===== config.mk =====
export PLATFORM = sky130hd
export DESIGN_NAME = hw8_cpu
export DESIGN_NICKNAME = d
export VERILOG_FILES = /design/src/rtl/hw8_pkg.sv /design/src/rtl/hw8_boot_seq.sv /design/src/rtl/hw8_regfile.sv /design/src/rtl/hw8_alu.sv /design/src/rtl/hw8_ctrl.sv /design/src/rtl/hw8_cpu.sv
export SDC_FILE = /design/constraint.sdc
export NUM_CORES = 1
export LEC_CHECK = 0
export BUFFER_PORTS_ARGS = -buffer_cell sky130_fd_sc_hd__buf_2
export CELL_PAD_IN_SITES_DETAIL_PLACEMENT = 0
export CELL_PAD_IN_SITES_GLOBAL_PLACEMENT = 1
export CORE_MARGIN = 4
export CORE_UTILIZATION = 46
export DETAILED_ROUTE_END_ITERATION = 10
export PLACE_DENSITY_LB_ADDON = 0.1
export SYNTH_ARGS = -nofsm -noshare
export SYNTH_HDL_FRONTEND = slang
export SYNTH_HIERARCHICAL = 1
export SYNTH_SLANG_ARGS = --single-unit

===== constraint.sdc =====
create_clock -name clk_i -period 4.7 [get_ports clk_i]
set_clock_uncertainty 0.2 [all_clocks]
set_input_delay 1.175 -clock clk_i [delete_from_list [all_inputs] [get_ports clk_i]]
set_output_delay 1.175 -clock clk_i [all_outputs]
set_load 0.005 [all_outputs]

===== src/rtl/hw8_pkg.sv =====
package hw8_pkg;
  localparam int DW = 8;
  localparam int NREG = 4;

  typedef enum logic [3:0] {
    OP_NOP = 4'h0, OP_MOV = 4'h1, OP_ADD = 4'h2, OP_SUB = 4'h3,
    OP_AND = 4'h4, OP_OR  = 4'h5, OP_XOR = 4'h6, OP_NOT = 4'h7,
    OP_LD  = 4'h8, OP_ST  = 4'h9, OP_LDI = 4'hA, OP_JMP = 4'hB,
    OP_JZ  = 4'hC, OP_JC  = 4'hD, OP_CMP = 4'hE, OP_HLT = 4'hF
  } opcode_e;

  typedef enum logic [2:0] {
    ST_BOOT, ST_FETCH, ST_DECODE, ST_EXEC, ST_EXEC2, ST_HALT
  } step_e;

  typedef enum logic [1:0] {WB_ALU, WB_DMEM, WB_IMEM} wb_sel_e;

  typedef struct packed {
    logic    rf_we;
    wb_sel_e wb_sel;
    logic    flags_we;
    logic    dmem_we;
    logic    pc_inc;
    logic    pc_load;
    logic    ir_load;
    step_e   next;
  } ctrl_t;
endpackage


===== src/rtl/hw8_boot_seq.sv =====
module hw8_boot_seq #(
  parameter int LEN = 64,
  parameter int AW  = 8
) (
  input  logic          clk_i,
  input  logic          rst_ni,
  output logic          active_o,
  output logic          last_o,
  output logic [AW-1:0] addr_o
);
  localparam logic [AW-1:0] LAST = AW'(LEN - 1);

  logic [AW-1:0] idx_q;
  logic          done_q;

  // done_q is sticky: only reset reopens the write path
  always_ff @(posedge clk_i or negedge rst_ni) begin
    if (!rst_ni) begin
      idx_q  <= '0;
      done_q <= 1'b0;
    end else if (!done_q) begin
      if (idx_q == LAST) done_q <= 1'b1;
      else               idx_q  <= idx_q + 1'b1;
    end
  end

  assign active_o = !done_q;
  assign last_o   = !done_q && (idx_q == LAST);
  assign addr_o   = idx_q;
endmodule


===== src/rtl/hw8_regfile.sv =====
module hw8_regfile #(
  parameter int DW   = 8,
  parameter int NREG = 4,
  localparam int RW  = $clog2(NREG)
) (
  input  logic          clk_i,
  input  logic          rst_ni,
  input  logic          we_i,
  input  logic [RW-1:0] waddr_i,
  input  logic [DW-1:0] wdata_i,
  input  logic [RW-1:0] raddr_a_i,
  input  logic [RW-1:0] raddr_b_i,
  output logic [DW-1:0] rdata_a_o,
  output logic [DW-1:0] rdata_b_o
);
  logic [DW-1:0] regs_q [NREG];

  for (genvar g = 0; g < NREG; g++) begin : g_reg
    always_ff @(posedge clk_i or negedge rst_ni) begin
      if (!rst_ni)                                  regs_q[g] <= '0;
      else if (we_i && waddr_i == RW'(g))           regs_q[g] <= wdata_i;
    end
  end

  assign rdata_a_o = regs_q[raddr_a_i];
  assign rdata_b_o = regs_q[raddr_b_i];
endmodule


===== src/rtl/hw8_alu.sv =====
module hw8_alu
  import hw8_pkg::*;
(
  input  opcode_e       op_i,
  input  logic [DW-1:0] a_i,   // rd
  input  logic [DW-1:0] b_i,   // rs
  output logic [DW-1:0] res_o,
  output logic          z_o,
  output logic          c_o
);
  logic [DW:0] sum;

  always_comb begin
    sum   = '0;
    res_o = a_i;
    c_o   = 1'b0;
    case (op_i)
      OP_MOV: res_o = b_i;
      OP_ADD: begin
        sum   = {1'b0, a_i} + {1'b0, b_i};
        res_o = sum[DW-1:0];
        c_o   = sum[DW];
      end
      OP_SUB, OP_CMP: begin
        sum   = {1'b0, a_i} - {1'b0, b_i};
        res_o = sum[DW-1:0];
        c_o   = !sum[DW];   // carry = no borrow
      end
      OP_AND: res_o = a_i & b_i;
      OP_OR:  res_o = a_i | b_i;
      OP_XOR: res_o = a_i ^ b_i;
      OP_NOT: res_o = ~b_i;
      default: ;
    endcase
    z_o = (res_o == '0);
  end
endmodule


===== src/rtl/hw8_ctrl.sv =====
module hw8_ctrl
  import hw8_pkg::*;
(
  input  step_e   step_i,
  input  opcode_e op_i,
  input  logic    zf_i,
  input  logic    cf_i,
  input  logic    boot_last_i,
  output ctrl_t   ctrl_o
);
  always_comb begin
    ctrl_o      = '0;
    ctrl_o.next = step_i;
    case (step_i)
      ST_BOOT:   if (boot_last_i) ctrl_o.next = ST_FETCH;
      ST_FETCH:  begin ctrl_o.ir_load = 1'b1; ctrl_o.next = ST_DECODE; end
      ST_DECODE: ctrl_o.next = ST_EXEC;
      ST_EXEC: begin
        ctrl_o.next   = ST_FETCH;
        ctrl_o.pc_inc = 1'b1;
        case (op_i)
          OP_MOV: ctrl_o.rf_we = 1'b1;
          OP_ADD, OP_SUB, OP_AND, OP_OR, OP_XOR, OP_NOT: begin
            ctrl_o.rf_we    = 1'b1;
            ctrl_o.flags_we = 1'b1;
          end
          OP_CMP: ctrl_o.flags_we = 1'b1;
          OP_LD: begin ctrl_o.rf_we = 1'b1; ctrl_o.wb_sel = WB_DMEM; end
          OP_ST:  ctrl_o.dmem_we = 1'b1;
          OP_LDI: ctrl_o.next = ST_EXEC2;
          // early exit: a false condition retires here with PC+1
          OP_JMP, OP_JZ, OP_JC:
            if (op_i == OP_JMP || (op_i == OP_JZ && zf_i) || (op_i == OP_JC && cf_i)) begin
              ctrl_o.pc_inc = 1'b0;
              ctrl_o.next   = ST_EXEC2;
            end
          OP_HLT: begin ctrl_o.pc_inc = 1'b0; ctrl_o.next = ST_HALT; end
          default: ;
        endcase
      end
      ST_EXEC2: begin
        ctrl_o.next = ST_FETCH;
        if (op_i == OP_LDI) begin
          ctrl_o.rf_we  = 1'b1;
          ctrl_o.wb_sel = WB_IMEM;
          ctrl_o.pc_inc = 1'b1;
        end else begin
          ctrl_o.pc_load = 1'b1;
        end
      end
      default: ;
    endcase
  end
endmodule


===== src/rtl/hw8_cpu.sv =====
module hw8_cpu
  import hw8_pkg::*;
#(
  parameter int IAW      = 8,
  parameter int DAW      = 8,
  parameter int BOOT_LEN = 64
) (
  input  logic           clk_i,
  input  logic           rst_ni,
  output logic [IAW-1:0] boot_addr_o,
  input  logic [DW-1:0]  boot_data_i,
  output logic [IAW-1:0] imem_addr_o,
  output logic [DW-1:0]  imem_wdata_o,
  output logic           imem_we_o,
  input  logic [DW-1:0]  imem_rdata_i,
  output logic [DAW-1:0] dmem_addr_o,
  output logic [DW-1:0]  dmem_wdata_o,
  output logic           dmem_we_o,
  input  logic [DW-1:0]  dmem_rdata_i,
  output logic           halted_o
);
  localparam int RW = $clog2(NREG);

  step_e          state_q;
  logic [IAW-1:0] pc_q;
  logic [7:0]     ir_q;
  logic           zf_q, cf_q;

  logic           boot_active, boot_last;
  logic [IAW-1:0] boot_addr;
  ctrl_t          ctrl;
  opcode_e        op;
  logic [RW-1:0]  rs_sel, rd_sel;
  logic [DW-1:0]  rs_data, rd_data, alu_res, wb_data;
  logic           alu_z, alu_c;
  logic           rf_we, flags_we;

  assign op     = opcode_e'(ir_q[7:4]);
  assign rs_sel = ir_q[3:2];
  assign rd_sel = ir_q[1:0];

  hw8_boot_seq #(.LEN(BOOT_LEN), .AW(IAW)) u_boot (
    .clk_i, .rst_ni,
    .active_o(boot_active), .last_o(boot_last), .addr_o(boot_addr)
  );

  hw8_ctrl u_ctrl (
    .step_i(state_q), .op_i(op), .zf_i(zf_q), .cf_i(cf_q),
    .boot_last_i(boot_last), .ctrl_o(ctrl)
  );

  hw8_alu u_alu (
    .op_i(op), .a_i(rd_data), .b_i(rs_data),
    .res_o(alu_res), .z_o(alu_z), .c_o(alu_c)
  );

  always_comb begin
    case (ctrl.wb_sel)
      WB_DMEM: wb_data = dmem_rdata_i;
      WB_IMEM: wb_data = imem_rdata_i;
      default: wb_data = alu_res;
    endcase
  end

  assign rf_we    = ctrl.rf_we;
  assign flags_we = ctrl.flags_we;

  hw8_regfile #(.DW(DW), .NREG(NREG)) u_rf (
    .clk_i, .rst_ni,
    .we_i(rf_we), .waddr_i(rd_sel), .wdata_i(wb_data),
    .raddr_a_i(rs_sel), .raddr_b_i(rd_sel),
    .rdata_a_o(rs_data), .rdata_b_o(rd_data)
  );

  always_ff @(posedge clk_i or negedge rst_ni) begin
    if (!rst_ni) begin
      state_q <= ST_BOOT;
      pc_q    <= '0;
      ir_q    <= '0;
      zf_q    <= 1'b0;
      cf_q    <= 1'b0;
    end else begin
      state_q <= ctrl.next;
      if (ctrl.ir_load)      ir_q <= imem_rdata_i;
      if (ctrl.pc_load)      pc_q <= rs_data[IAW-1:0];
      else if (ctrl.pc_inc)  pc_q <= pc_q + 1'b1;
      if (flags_we) begin
        zf_q <= alu_z;
        cf_q <= alu_c;
      end
    end
  end

  assign boot_addr_o  = boot_addr;
  assign imem_addr_o  = boot_active ? boot_addr : pc_q;
  assign imem_wdata_o = boot_data_i;
  assign imem_we_o    = boot_active;
  assign dmem_addr_o  = rs_data[DAW-1:0];
  assign dmem_wdata_o = rd_data;
  assign dmem_we_o    = ctrl.dmem_we;
  assign halted_o     = (state_q == ST_HALT);
endmodule


==> results.cfg <==
[outcome]
outcome = completed

[synthesis]
async_reset_ff_frac = 1.000
synth-seq-area-share = 0.3069
syn_avg_cell_area_sq_um = 9.950
syn_nets = 564
synthCells = 508
syn_area_sq_um = 5055
synth-edff-count = 0
yosys.area.top_type = dfrtp_1
synth_area_leaders = dfrtp_1, mux2_2, mux4_2, ha_1, a21oi_1
synth_common_cells = dfrtp_1, mux2_2, a21oi_1, nand2_1, inv_1
synth_top_area_frac = 0.3069
synth_ff_type = dfrtp_1
synth_cell_type_count = 79
ys_seq_elements = 62
ys_warn_count = 6
synth_most_common_cell = dfrtp_1

[floorplanning]
pin_count = 69
die_x_microns = 112.8
die_area_sq_um = 12730
core_sq_um = 10790
start_util = 0.4684
placementRows = 38
chipHeight_microns = 112.8

[global_route]
grt_use_total = 0.2244
grt_pass1_wl_microns = 22600
grt_start_max_net_pins = 40
grt_pass1_vias = 4145
grt-ovfl-total = 0
antenna_found_initial = 0

[worst_hold_path]
min_path_type = reg2reg

[power]
peakVddDrop_uv = 168.4
p_clk_frac = 0.481
pwr-share-comb = 0.019
p_sw_mw = 0.2248
p_int_mw = 0.8429
p_leak_nw = 2.209
sw_frac_of_total = 0.2105
power_mw = 1.068
seqPwrFrac = 0.500
p_per_area_nw_per_um2 = 192.6

[cts]
post-cts-setup-buffers = 0
cts-htree-levels = 3
numClockSinks = 62
numCtsBuffers = 9
cts_resized = 0
clk_pin_slew_ps = 70
clock_path_buffers = 2
worstSkewPairLatency_ps = 340
cts_root_buf = clkbuf_8
cts_tree = yes
cts-hold-fix-buffers = 0

[finish]
instances_no_fill = 687
layout.nets = 598
syn_to_final_growth_pct = 9.678
multiInputGateArea_sq_um = 3157
diodes = 0
seq_area_sq_um = 1551
drive_above_1_share = 0.3144
fillers = 1030
fin_area_sq_um = 5544

[timing]
rsz0062_at_grt = no
post-route-period-util = 0.8913
slew_headroom = 0.4052
whs_ps = 328.2
fin_crit_ps = 4189
finalSetupViolations = 0
worst_pin_slew_ps = 892.2
fmax_ghz = 0.2387
slew_violations = 0
fin_setup_tns_ps = 0
finalHoldViolations = 0

[worst_setup_path]
worstSetupEndpointType = flop
critical_path_class = reg2reg
cp_data_required_time_ps = 4790
critPathArrivalTime_ps = 4270
startpoint_type = flop
cp_slowest_cell = dfrtp_1
crit_path_max_fanout = 9
critPathMaxStageDelay_ps = 680
crit_chain = mux4_2, ha_1, fa_1, o21bai_1, a21oi_1, o31ai_2, a2bb2oi_1, o2111ai_1, or3_1, nor4_2, mux2_2

[flow_run]
drv_cap = 0

[route]
post_drt_wl_per_cell_microns = 20.01
ant_nets = 0
dr.pass1.iters = 5
drc = 0
viasPerCell = 6.019
wirelength_microns = 13750
drtIter0Drc = 238
dr_total_vias = 4135

[placement]
hpwlAfterDp_microns = 10570
dp_cells = 671
globalplace.congestion = 0.8527
io_buffers = 52
placedInstanceArea_sq_um = 5324
[worst paths after layout]
kind,startpoint,endpoint,slack (ps),cells past startpoint
hold / removal,u_rf/regs_q[8],u_rf/regs_q[8],330,1
hold reg to reg,u_rf/regs_q[8],u_rf/regs_q[8],330,1
setup / recovery,ir_q[2],zf_q,510,11
min in group asynchronous,rst_ni,u_boot/addr_o[2],750,1
setup reg to reg,ir_q[2],zf_q,510,11
max in group asynchronous,rst_ni,u_rf/regs_q[12],2800,2
[layer usage]
metal / track usage / wire (microns) / up-vias
li1: - / - / 1931
met1: 0.3132 / 6209 / 2036
met2: 0.3491 / 6415 / 132
met3: 0.03797 / 768 / 36
met4: 0.08734 / 355 / 0
met5: 0 / 0 / -
[metrics by stage]
step	utilization	setup slack (ps)
5_1_grt	0.5137	250.7
3_3_place_gp	0.4933	385.4
3_5_place_dp	0.4933	503.8
6_report	0.5137	510.8
2_1_floorplan	-	1210
4_1_cts	0.5137	475.1
[critical path: cells and delay by family (launching register included)]
| kind | cells | cell delay [ps] |
|---|---|---|
| flops | 1 | 680 |
| fa+ha+maj | 2 | 670 |
| simple gates | 2 | 640 |
| mux | 2 | 880 |
| compound gates | 5 | 1060 |
[power groups by stage]
stage / Combinational [mW] / Clock [mW] / Sequential, mW
3_5_place_dp: 0.0214 / 0 / 0.544
6_report: 0.0203 / 0.514 / 0.533
2_1_floorplan: 0.00565 / 0 / 0.544
3_3_place_gp: 0.0208 / 0 / 0.544
5_1_grt: 0.0237 / 0.557 / 0.533
4_1_cts: 0.0213 / 0.527 / 0.533
[cell type report]
type | count | area share
inverters | 32 | 0.02167
well taps | 140 | 0.03160
multi-input cells | 377 | 0.5694
flip-flops and latches | 62 | 0.2798
repair buffers | 60 | 0.05777
clock inverters | 2 | 0.006770
clock buffers | 14 | 0.03295
[cell usage in the layout (no fill, tap or decap), drive strengths merged, types with 7 or more instances in the layout]
cell type  synthesis  routed
nand2b             8       8
ha                28      28
clkbuf            11      14
o22ai              7       7
inv               32      32
o21ai             33      33
buf               26      60
mux4              16      16
dfrtp             62      62
a22oi             10      10
nor3               7       7
mux2              54      54
nand2             33      33
nand3b             7       7
a21oi             36      36
nor2              24      24
nor2b              8       8
nand3             12      12
[state kept, by name (all words and copies together) (netlist names)]
register       cells
ir_q               8
state_q            3
zf_q               1
u_boot/done_q      1
pc_q               8
u_boot/addr_o      8
u_rf/regs_q       32
cf_q               1
[cell families (layout without fill, tap and decap cells)]
family / after synthesis / count (layout) / share of synthesized area
AND/OR/NAND/NOR: 136 / 136 / 0.1616
AO/OA/AOI/OAI: 128 / 128 / 0.1698
multiplexers: 74 / 74 / 0.2002
buffers and inverters: 69 / 108 / 0.06856
flip-flops: 62 / 62 / 0.3069
adder cells (fa/ha/maj): 30 / 30 / 0.07723
XOR/XNOR: 9 / 9 / 0.01559
Note: power is estimated with default switching activity, not from simulation.
